**config.mk**
```make
export PLATFORM = sky130hd
export DESIGN_NAME = codec_init_top
export DESIGN_NICKNAME = d
export VERILOG_FILES = /design/src/rtl/codec_init_pkg.sv /design/src/rtl/ci_sequencer.sv /design/src/rtl/ci_i2c_phy.sv /design/src/rtl/codec_init_top.sv
export SDC_FILE = /design/constraint.sdc
export NUM_CORES = 1
export LEC_CHECK = 0
export BUFFER_PORTS_ARGS = -buffer_cell sky130_fd_sc_hd__buf_2
export CORE_UTILIZATION = 60
export DETAILED_ROUTE_END_ITERATION = 10
export MAX_ROUTING_LAYER = met4
export PLACE_DENSITY = 0.77
export SLEW_MARGIN = 20
export SYNTH_ARGS = -nofsm -noshare
export SYNTH_HDL_FRONTEND = slang
export SYNTH_SLANG_ARGS = --single-unit
```
**constraint.sdc**
```tcl
create_clock -name clk -period 3.6 [get_ports clk]
set_input_delay 0 -clock clk [delete_from_list [all_inputs] [get_ports clk]]
set_output_delay 0 -clock clk [all_outputs]
set_load 0.02 [all_outputs]
```
**src/rtl/codec_init_pkg.sv**
```systemverilog
package codec_init_pkg;

  localparam logic [6:0] DEV_ADDR = 7'h1A;
  localparam int SEQ_LEN = 15;
  localparam int IDX_W = $clog2(SEQ_LEN);

  // Control to bit engine: one transaction request
  typedef struct packed {
    logic       go;
    logic [7:0] regByte;
    logic [7:0] valByte;
  } i2cCmd_t;

  // Bit engine to control: transaction finished
  typedef struct packed {
    logic fin;
    logic nack;
  } i2cRsp_t;

  typedef struct packed {
    logic       isPause;
    logic [6:0] regNum;
    logic [8:0] value;
  } seqStep_t;

  // Power-up list: register reset first, output stage last-but-one,
  // DAC enable last with a pause before it
  function automatic seqStep_t seqStep(input logic [IDX_W-1:0] idx);
    seqStep_t s;
    s = '0;
    case (idx)
      4'd0:  begin s.regNum = 7'd15; s.value = 9'h000; end
      4'd1:  s.isPause = 1'b1;
      4'd2:  begin s.regNum = 7'd6;  s.value = 9'h070; end
      4'd3:  begin s.regNum = 7'd2;  s.value = 9'h179; end
      4'd4:  begin s.regNum = 7'd3;  s.value = 9'h179; end
      4'd5:  begin s.regNum = 7'd4;  s.value = 9'h000; end
      4'd6:  begin s.regNum = 7'd5;  s.value = 9'h000; end
      4'd7:  begin s.regNum = 7'd7;  s.value = 9'h001; end
      4'd8:  begin s.regNum = 7'd8;  s.value = 9'h000; end
      4'd9:  s.isPause = 1'b1;
      4'd10: begin s.regNum = 7'd9;  s.value = 9'h001; end
      4'd11: s.isPause = 1'b1;
      4'd12: begin s.regNum = 7'd6;  s.value = 9'h020; end
      4'd13: s.isPause = 1'b1;
      4'd14: begin s.regNum = 7'd4;  s.value = 9'h016; end
      default: s.isPause = 1'b1;
    endcase
    return s;
  endfunction

endpackage

```
**src/rtl/ci_sequencer.sv**
```systemverilog
module ci_sequencer
  import codec_init_pkg::*;
#(
  parameter int PAUSE_CYCLES = 100000
) (
  input  logic    clk,
  input  logic    rst,
  input  logic    start,
  input  i2cRsp_t rsp,
  output i2cCmd_t cmd,
  output logic    done,
  output logic    error
);

  localparam int PW = $clog2(PAUSE_CYCLES) + 1;

  typedef enum logic [1:0] {S_IDLE, S_ISSUE, S_XFER, S_PAUSE} seqState_t;

  seqState_t        state;
  logic [IDX_W-1:0] idx;
  logic [PW-1:0]    pauseCnt;
  seqStep_t         step;
  logic             stepDone;
  logic             lastStep;

  assign step     = seqStep(idx);
  assign lastStep = (idx == IDX_W'(SEQ_LEN - 1));
  assign stepDone = (state == S_XFER && rsp.fin && !rsp.nack) ||
                    (state == S_PAUSE && pauseCnt == PW'(PAUSE_CYCLES - 1));

  always_ff @(posedge clk) begin
    if (rst) begin
      state    <= S_ISSUE;
      idx      <= '0;
      pauseCnt <= '0;
      done     <= 1'b0;
      error    <= 1'b0;
      cmd      <= '0;
    end else begin
      cmd.go <= 1'b0;
      case (state)
        S_IDLE: if (start) begin
          idx   <= '0;
          done  <= 1'b0;
          error <= 1'b0;
          state <= S_ISSUE;
        end
        S_ISSUE: begin
          if (step.isPause) begin
            pauseCnt <= '0;
            state    <= S_PAUSE;
          end else begin
            cmd.go      <= 1'b1;
            cmd.regByte <= {step.regNum, step.value[8]};
            cmd.valByte <= step.value[7:0];
            state       <= S_XFER;
          end
        end
        S_XFER: if (rsp.fin && rsp.nack) begin
          error <= 1'b1;
          state <= S_IDLE;
        end
        S_PAUSE: pauseCnt <= pauseCnt + 1'b1;
        default: state <= S_IDLE;
      endcase
      if (stepDone) begin
        if (lastStep) begin
          done  <= 1'b1;
          state <= S_IDLE;
        end else begin
          idx   <= idx + 1'b1;
          state <= S_ISSUE;
        end
      end
    end
  end

endmodule

```
**src/rtl/ci_i2c_phy.sv**
```systemverilog
module ci_i2c_phy
  import codec_init_pkg::*;
#(
  parameter int QUARTER_CYCLES = 250
) (
  input  logic    clk,
  input  logic    rst,
  input  i2cCmd_t cmd,
  output i2cRsp_t rsp,
  input  logic    sdaIn,
  output logic    sclOe,
  output logic    sdaOe
);

  localparam int QW = $clog2(QUARTER_CYCLES) + 1;
  localparam int FRAME_W = 24;

  typedef enum logic [1:0] {P_IDLE, P_START, P_BIT, P_STOP} phyState_t;

  phyState_t        state;
  logic [1:0]       qPh;
  logic [QW-1:0]    divCnt;
  logic [FRAME_W-1:0] frame;
  logic [3:0]       bitInByte;
  logic [1:0]       byteIdx;
  logic             nackSeen;
  logic [1:0]       sdaSync;
  logic             tick;
  logic             ackSlot;

  assign tick    = (state != P_IDLE) && (divCnt == QW'(QUARTER_CYCLES - 1));
  assign ackSlot = (bitInByte == 4'd8);

  // Each phase holds for one quarter bit; SCL and SDA move on different quarters
  always_ff @(posedge clk) begin
    if (rst) begin
      state     <= P_IDLE;
      qPh       <= '0;
      divCnt    <= '0;
      frame     <= '0;
      bitInByte <= '0;
      byteIdx   <= '0;
      nackSeen  <= 1'b0;
      sdaSync   <= 2'b11;
      sclOe     <= 1'b0;
      sdaOe     <= 1'b0;
      rsp       <= '0;
    end else begin
      rsp.fin <= 1'b0;
      sdaSync <= {sdaSync[0], sdaIn};
      if (state == P_IDLE) begin
        divCnt <= '0;
        qPh    <= '0;
        if (cmd.go) begin
          frame     <= {DEV_ADDR, 1'b0, cmd.regByte, cmd.valByte};
          bitInByte <= '0;
          byteIdx   <= '0;
          nackSeen  <= 1'b0;
          state     <= P_START;
        end
      end else if (tick) begin
        divCnt <= '0;
        qPh    <= qPh + 2'd1;
        case (state)
          P_START: case (qPh)
            2'd0: sdaOe <= 1'b1;
            2'd1: sclOe <= 1'b1;
            2'd3: state <= P_BIT;
            default: ;
          endcase
          P_BIT: case (qPh)
            2'd0: sdaOe <= ackSlot ? 1'b0 : ~frame[FRAME_W-1];
            2'd1: sclOe <= 1'b0;
            2'd2: if (ackSlot) nackSeen <= sdaSync[1];
            default: begin
              sclOe <= 1'b1;
              if (ackSlot) begin
                if (nackSeen || byteIdx == 2'd2) begin
                  state <= P_STOP;
                end else begin
                  bitInByte <= '0;
                  byteIdx   <= byteIdx + 2'd1;
                end
              end else begin
                frame     <= frame << 1;
                bitInByte <= bitInByte + 4'd1;
              end
            end
          endcase
          P_STOP: case (qPh)
            2'd0: sdaOe <= 1'b1;
            2'd1: sclOe <= 1'b0;
            2'd2: sdaOe <= 1'b0;
            default: begin
              state    <= P_IDLE;
              rsp.fin  <= 1'b1;
              rsp.nack <= nackSeen;
            end
          endcase
          default: state <= P_IDLE;
        endcase
      end else begin
        divCnt <= divCnt + 1'b1;
      end
    end
  end

endmodule

```
**src/rtl/codec_init_top.sv**
```systemverilog
module codec_init_top
  import codec_init_pkg::*;
#(
  parameter int QUARTER_CYCLES = 250,
  parameter int PAUSE_CYCLES   = 100000
) (
  input  logic clk,
  input  logic rst,
  input  logic start,
  input  logic sdaIn,
  output logic sclOe,
  output logic sdaOe,
  output logic done,
  output logic error
);

  i2cCmd_t cmd;
  i2cRsp_t rsp;

  ci_sequencer #(.PAUSE_CYCLES(PAUSE_CYCLES)) i_seq (
    .clk   (clk),
    .rst   (rst),
    .start (start),
    .rsp   (rsp),
    .cmd   (cmd),
    .done  (done),
    .error (error)
  );

  ci_i2c_phy #(.QUARTER_CYCLES(QUARTER_CYCLES)) i_phy (
    .clk   (clk),
    .rst   (rst),
    .cmd   (cmd),
    .rsp   (rsp),
    .sdaIn (sdaIn),
    .sclOe (sclOe),
    .sdaOe (sdaOe)
  );

endmodule

```
==> results of run 1 <==
[how the worst max path moves through the flow]
stage / endpoint / depth (start not counted) / start
2_1_floorplan: i_seq.pauseCnt[17] / 9 / i_seq.idx[0]
3_3_place_gp: i_phy.frame[6] / 8 / i_phy.state[0]
3_5_place_dp: i_phy.frame[2] / 8 / i_phy.state[0]
4_1_cts: i_phy.frame[1] / 8 / i_phy.state[0]
5_1_grt: i_phy.frame[1] / 8 / i_phy.state[0]
6_report: i_phy.frame[1] / 8 / i_phy.state[0]
[flip-flops by register name, summed over array words and instances (netlist names)]
name	flops
i_seq.pauseCnt	18
i_phy.qPh	2
i_phy.sdaOe	1
i_phy.byteIdx	2
i_phy.state	2
i_seq.error	1
i_seq.done	1
i_phy.rsp	2
i_phy.sdaSync	2
i_seq.state	2
i_phy.divCnt	9
i_seq.idx	4
i_seq.cmd	11
i_phy.sclOe	1
i_phy.bitInByte	4
i_phy.frame	24
i_phy.nackSeen	1
[stage by stage]
stage | hold slack [ns] | instance area, µm² | power, µW
detailed placement | 0.189 | 4170 | 1190
CTS | 0.367 | 4420 | 1940
global route | 0.368 | 4420 | 2010
finish | 0.366 | 4420 | 1920
floorplan | 0.104 | 4110 | 1160
global placement | 0.183 | 4170 | 1190
[cell usage in the layout (no fill, tap or decap), drive strengths merged, types with 3 or more instances in the layout]
master and n:
nor2 90, dfxtp 87, nand2 25, ha 19
a21oi 18, xnor2 18, inv 17, mux2i 17
nor3 15, a211oi 13, o21ai 13, a22oi 12
nand3 11, clkbuf 11, nor4 10, buf 10
nand4 8, and3 7, nand2b 6, xor2 6
o22ai 5, and4 4, nor2b 4, or2 4
o211ai 3, a311oi 3, o21bai 3, dlygate4sd3 3
[critical path: stages, from the launching register on]
cell      delay (ns)
dfxtp_1         0.34
inv_1           0.10
ha_1            0.15
buf_4           0.29
and2_1          0.25
a31o_2          0.19
o21a_1          0.65
nor2_1          0.11
a211oi_1        0.24
[where the power goes]
group	internal, µW	leakage [µW]	switching (µW)
clock network	410	0.000110	339
registers	995	0.000706	22.0
logic	59.4	0.000812	95.5
[cell families (layout without fill, tap and decap cells)]
group,count (synthesis),after routing
AOI/OAI and AO/OA,91,91
xor gates and xnor gates,24,24
adders and majority gates,19,19
buffers and inverters,41,46
DFF,87,87
muxes,17,17
and+or+nand+nor,195,195
[timing repair]
| item | CTS | global route |
|---|---|---|
| setup endpoints to repair | 0 | 0 |
| hold buffers | 3 | 0 |
| resized for setup | 0 | 0 |
| hold endpoints to repair | 5 | 0 |
[routing by layer]
layer | routed length [µm] | up-vias | GRT usage | part of all wire
met4 | 93 | 0 | 0.0924 | 0.012
li1 | - | 1682 | - | -
met2 | 3360 | 50 | 0.357 | 0.43
met3 | 236 | 10 | 0.0433 | 0.030
met5 | 0 | - | - | 0
met1 | 4110 | 1566 | 0.346 | 0.53
[cell type report]
type / instances / area (µm²) / area share
Clock buffer: 11 / 141 / 0.0320
Clock inverter: 5 / 81.3 / 0.0184
Inverter: 17 / 63.8 / 0.0144
Multi-Input combinational cell: 346 / 2210 / 0.500
Sequential cell: 87 / 1740 / 0.394
Tap cell: 77 / 96.3 / 0.0218
Timing Repair Buffer: 13 / 87.6 / 0.0198
==> key figures, run 1 <==
Run status
  • Outcome: complete, no violations

Drt
  • Vias per cell: 5.95
  • WL/cell: 14.0 µm
  • DR DRC count: 0
  • Via count: ~3300
  • 1st-iter DRT viols: 245
  • Pre-antenna DRT Iters: 5
  • Antenna Nets Post-Route: 0
  • Drt total wl: roughly 7800 µm

Timing
  • Hold Vio Cnt, Final: 0
  • Final min period: between 2 and 2.5 ns
  • Setup ws final: 1.19 ns
  • Final Slew Violations: 0
  • RSZ-0062 raised after global routing: false
  • Final period util: 0.670
  • Fmax: 415 MHz
  • Worst Max-Slew Pin Slew: between 0.7 and 0.8 ns
  • Sum Neg Setup Slack: 0 ns
  • Setup-failing EPs final: 0
  • Max Clock Skew: between 0.008 and 0.009 ns
  • Max transition margin: 0.493

Clock tree
  • Clock buffer depth: 2
  • CTS tree: built
  • Root Buffer: clkbuf_8
  • Clk Latency, worst-skew pair: 0.35 ns
  • Setup bufs post-CTS: 0
  • Clock-pin slew on the worst setup and hold paths: 0.08 ns
  • Clock sinks: 87
  • Total CTS buffers: 9
  • H-tree depth: 3

Yosys
  • Ys Warns: 0
  • XOR/XNOR Fraction of Synth Area: 0.0511
  • Sequential fraction of the synthesis area: 0.424
  • Commonest cells post-synth: 90 x nor2_1, 87 x dfxtp_1, 25 x nand2_1, 20 x clkbuf_1, 19 x ha_1
  • Seq cells post-synth: 87
  • Post-synthesis compound-gate area fraction: 0.154
  • Yosys top cell by area: dfxtp_1
  • Multiplexer share of the synthesized area: 0.0414
  • Share of the synthesized area in the top cell type: 0.424
  • Post-Synth Simple-Gate Area: 0.234
  • Syn Area/Cell: between 8 and 9 µm²
  • Synth cell types: 58
  • Most common cell in the synthesized netlist: nor2_1
  • Post-synthesis adder-cell area fraction: 0.0578
  • Syn Nets: ~500
  • Ys flop type: dfxtp_1
  • Post-synth ARST share: 0
  • Synth Cell Area: a little over 0.004 mm²
  • Number of synthesized flops with an enable pin: 0
  • Instance count of the mapped netlist: roughly 470
  • Main combinational cell family by area after synthesis: simple AND/OR/NAND/NOR gates
  • Synth top area cells: dfxtp_1 42%, nor2_1 8.2%, ha_1 5.8%

Place
  • Pre-CTS WS: about 1.2 ns
  • GPL Wtd Cong: 0.876
  • Placed Cells: 537
  • Hpwl dp: roughly 5400 µm
  • IO Port Bufs: 7

Die
  • Num ports: 8
  • Die ar.: roughly 0.0072 mm²
  • Starting density of the core: 0.633
  • Die W: between 80 and 90 µm
  • Die Y: 84.8 µm
  • Rows: 29
  • CORE AREA: approximately 0.0065 mm²

Min path
  • Hold WC Path Type: in -> reg
  • Hold endpoint: i_phy.sdaSync[0]
  • Worst Min Path Start: sdaIn
  • Hold-critical path depth: 3

Worst setup path
  • R2R Setup Slk: 1.19 ns
  • Crit Path Class: reg -> reg
  • RR Endpoint: i_phy.frame[1]
  • FF-to-FF path depth: 8
  • Worst Path Required: between 3 and 4 ns
  • Worst-path fanout max: 25
  • Arr. time, crit path: ~2.7 ns
  • Worst R2R Start: i_phy.state[0]
  • Critical Path End Type: flip-flop
  • CP startpoint kind: flip-flop

Final layout
  • Final Non-Filler Cells: approximately 560
  • Fillers: 564
  • Finished Core Util: 0.681
  • Fin nets: roughly 500
  • Inserted Diodes: 0
  • Layout cells sized above 1: 0.0710
  • P&R area growth vs syn: 7.61%

Power and ir drop
  • Peak VDD IR: ~260 µV
  • Power per cell area: 434 mW/mm²
  • Leakage power: between 0.0015 and 0.002 µW

Global routing
  • Pin count of the biggest net entering global routing: 57
  • Antenna violations before repair: 0
  • GRT overflow: 0
  • Vias in the first global route: around 3000
  • First-pass GRT wire length: approximately 14000 µm
  • Total GRT Usage: 0.247

Job
  • Max-cap violations: 0
Note: power is estimated with default switching activity, not from simulation.
==> run 2, diff against run 1 <==
--- a/config.mk
+++ b/config.mk
@@ -6,10 +6,10 @@
 export NUM_CORES = 1
 export LEC_CHECK = 0
 export BUFFER_PORTS_ARGS = -buffer_cell sky130_fd_sc_hd__buf_2
-export CORE_UTILIZATION = 60
+export CORE_UTILIZATION = 56
 export DETAILED_ROUTE_END_ITERATION = 10
 export MAX_ROUTING_LAYER = met4
-export PLACE_DENSITY = 0.77
+export PLACE_DENSITY = 0.75
 export SLEW_MARGIN = 20
 export SYNTH_ARGS = -nofsm -noshare
 export SYNTH_HDL_FRONTEND = slang
==> constraint.sdc (replaced) <==
create_clock -name clk -period 2.1 [get_ports clk]
set_input_delay 0 -clock clk [delete_from_list [all_inputs] [get_ports clk]]
set_output_delay 0 -clock clk [all_outputs]
set_load 0.02 [all_outputs]
==> key figures, run 2 (same netlist as run 1, synthesis figures left out) <==
Die
  • Die ar.: 0.00769 mm² (+7.0%)
  • CORE AREA: 0.00694 mm² (+6.9%)
  • Starting density of the core: 0.592 (-0.0409)
  • Die W: 87.7 µm (+3.4%)
  • Rows: 30 (+3.4%)
  • Num ports: 8 (unchanged)
  • Die Y: 87.7 µm (+3.4%)

Worst setup path
  • RR Endpoint: i_seq.idx[3]
  • Crit Path Class: reg -> reg
  • R2R Setup Slk: 0.10 ns (-1.09 ns)
  • Critical Path End Type: flip-flop
  • Arr. time, crit path: 2.25 ns (-0.43 ns)
  • Worst-path fanout max: 6 (-76%)
  • FF-to-FF path depth: 5 (-3)
  • Worst R2R Start: i_seq.pauseCnt[6]
  • Worst Path Required: 2.35 ns (-1.52 ns)
  • CP startpoint kind: flip-flop

Clock tree
  • Root Buffer: clkbuf_8
  • Clk Latency, worst-skew pair: 0.35 ns (about the same)
  • Clock sinks: 87 (unchanged)
  • Clock buffer depth: 2 (unchanged)
  • CTS tree: built
  • Total CTS buffers: 9 (unchanged)
  • H-tree depth: 3 (unchanged)
  • Clock-pin slew on the worst setup and hold paths: 0.08 ns (about the same)
  • Setup bufs post-CTS: 0 (unchanged)

Timing
  • RSZ-0062 raised after global routing: false
  • Sum Neg Setup Slack: 0 ns (unchanged)
  • Max transition margin: 0.588 (+0.0953)
  • Final min period: 2.00 ns (-0.412 ns)
  • Final Slew Violations: 0 (unchanged)
  • Worst Max-Slew Pin Slew: 0.614 ns (-0.147 ns)
  • Setup-failing EPs final: 0 (unchanged)
  • Setup ws final: 0.101 ns (-1.09 ns)
  • Hold Worst Slack: 0.359 ns (-0.00744 ns)
  • Fmax: 500 MHz (+21%)
  • Hold Vio Cnt, Final: 0 (unchanged)
  • Max Clock Skew: 0.00842 ns (+0.0000148 ns)
  • Final period util: 0.952 (+0.282)

Drt
  • Antenna Nets Post-Route: 0 (unchanged)
  • 1st-iter DRT viols: 203 (-17%)
  • Pre-antenna DRT Iters: 4 (-1)
  • WL/cell: 13.9 µm (-1.1%)
  • Vias per cell: 5.67 (-4.7%)
  • DR DRC count: 0 (unchanged)
  • Drt total wl: 8220 µm (+5.5%)
  • Via count: 3363 (+1.7%)

Global routing
  • Vias in the first global route: 3149 (+3.9%)
  • Pin count of the biggest net entering global routing: 50 (-12%)
  • GRT overflow: 0 (unchanged)
  • Total GRT Usage: 0.239 (-0.00859)
  • Antenna violations before repair: 0 (unchanged)
  • First-pass GRT wire length: 14000 µm (+0.84%)

Final layout
  • Fillers: 570 (+1.1%)
  • Top Registers: i_phy.frame: 24 flops, i_seq.pauseCnt: 18 flops, i_seq.cmd: 11 flops
  • Most frequent cells in the layout: 90 x nor2_1, 86 x dfxtp_1, 25 x nand2_1
  • Commonest non-fill, non-tap cell in the layout: nor2_1
  • Register with the most flip-flops: i_phy.frame
  • Fin nets: 515 (+3.6%)
  • Multi-input logic area: 0.00226 mm² (+2.2%)
  • Layout cells sized above 1: 0.123 (+0.0518)
  • Storage element area: 0.00174 mm² (about the same)
  • Max FFs per register: 24 (unchanged)
  • P&R area growth vs syn: 11.9%
  • Inserted Diodes: 0 (unchanged)
  • Finished Core Util: 0.662 (-0.0186)

Power and ir drop
  • Cell-internal power: 2290 µW (+57%)
  • Gate power share: 0.097 (+0.016)
  • Power per cell area: 671 mW/mm² (+55%)
  • Peak VDD IR: 502 µV (+90%)
  • Seq pwr share: 0.563 (+0.034)
  • Leakage power: 0.00169 µW (+4.1%)
  • Switching pwr: 793 µW (+74%)
  • Sw frac: 0.257 (+0.0191)
  • Pwr Total: 3090 µW (+61%)
  • Clock share of power: 0.340 (-0.050)

Min path
  • Hold-critical path depth: 3 (unchanged)
  • Worst Min Path Start: sdaIn
  • Hold WC Path Type: in -> reg
  • Hold endpoint: i_phy.sdaSync[0]

Run status
  • Outcome: complete, no violations

Place
  • IO Port Bufs: 7 (unchanged)
  • Pre-CTS WS: 0.0544 ns (-1.17 ns)
  • Hpwl dp: 5700 µm (+4.9%)
  • GPL Wtd Cong: 0.851 (-2.9%)

Job
  • Max-cap violations: 0 (unchanged)
[run 2: cell count changes in the layout (fill, tap and decap cells not counted), moves of 2 or more]
cell,change
clkinvlp_4,+2
nor4_1,-4
nor4_2,+4
bufinv_16,-2
buf_4,+16
[run 2: repair_timing]
action,4_1_cts,5_1_grt
gates resized for setup,0,12
endpoints found under the hold margin,3,0
endpoints found under the setup margin,0,21
hold buffers,4,0
[run 2: layer usage]
layer / global-route usage / part of all wire / vias to the layer above
li1: - / - / 1720
met5: - / 0 / -
met4: 0.0909 / 0.013 / 0
met2: 0.376 / 0.46 / 69
met3: 0.0518 / 0.042 / 15
met1: 0.300 / 0.48 / 1559
[run 2: power by group through the flow]
stage | Sequential (µW) | Clock [µW] | Combinational (µW)
2_1_floorplan | 1770 | 0 | 224
3_3_place_gp | 1780 | 0 | 285
3_5_place_dp | 1780 | 0 | 292
4_1_cts | 1740 | 1080 | 298
5_1_grt | 1750 | 1140 | 336
6_report | 1740 | 1050 | 300
[run 2: final cells by class]
| type | count | share of cell area |
|---|---|---|
| Clock inverter | 4 | 0.00680 |
| Inverter | 17 | 0.0139 |
| Tap cell | 96 | 0.0261 |
| Multi-Input combinational cell | 346 | 0.491 |
| Clock buffer | 12 | 0.0316 |
| Timing Repair Buffer | 31 | 0.0517 |
| Sequential cell | 87 | 0.379 |
[run 2: how the worst max path moves through the flow]
| stage | from | to | slack, ns | cells past startpoint |
|---|---|---|---|---|
| 6_report | i_seq.pauseCnt[6] | i_seq.idx[3] | 0.10 | 5 |
| 5_1_grt | i_phy.divCnt[0] | i_phy.state[0] | 0.0002 | 6 |
| 4_1_cts | i_phy.divCnt[0] | i_phy.state[0] | 0.03 | 6 |
| 3_5_place_dp | i_seq.idx[0] | i_seq.pauseCnt[17] | 0.05 | 8 |
| 3_3_place_gp | i_seq.pauseCnt[6] | i_seq.idx[3] | 0.15 | 5 |
| 2_1_floorplan | i_seq.idx[0] | i_seq.pauseCnt[17] | 0.04 | 9 |
[run 2: worst max-delay path, cell delays in order (launching register included)]
cell and delay (ns):
dfxtp_1 0.37, or4_4 0.56, nor4_4 0.26, a31oi_2 0.18, or2_4 0.28, a32o_1 0.25
[run 2: per-stage QoR]
step / cell area, µm² / instances
after floorplan: 4110 / 474
after global placement: 4330 / 573
after detailed placement: 4330 / 573
after CTS: 4550 / 593
after global routing: 4600 / 593
final: 4600 / 593
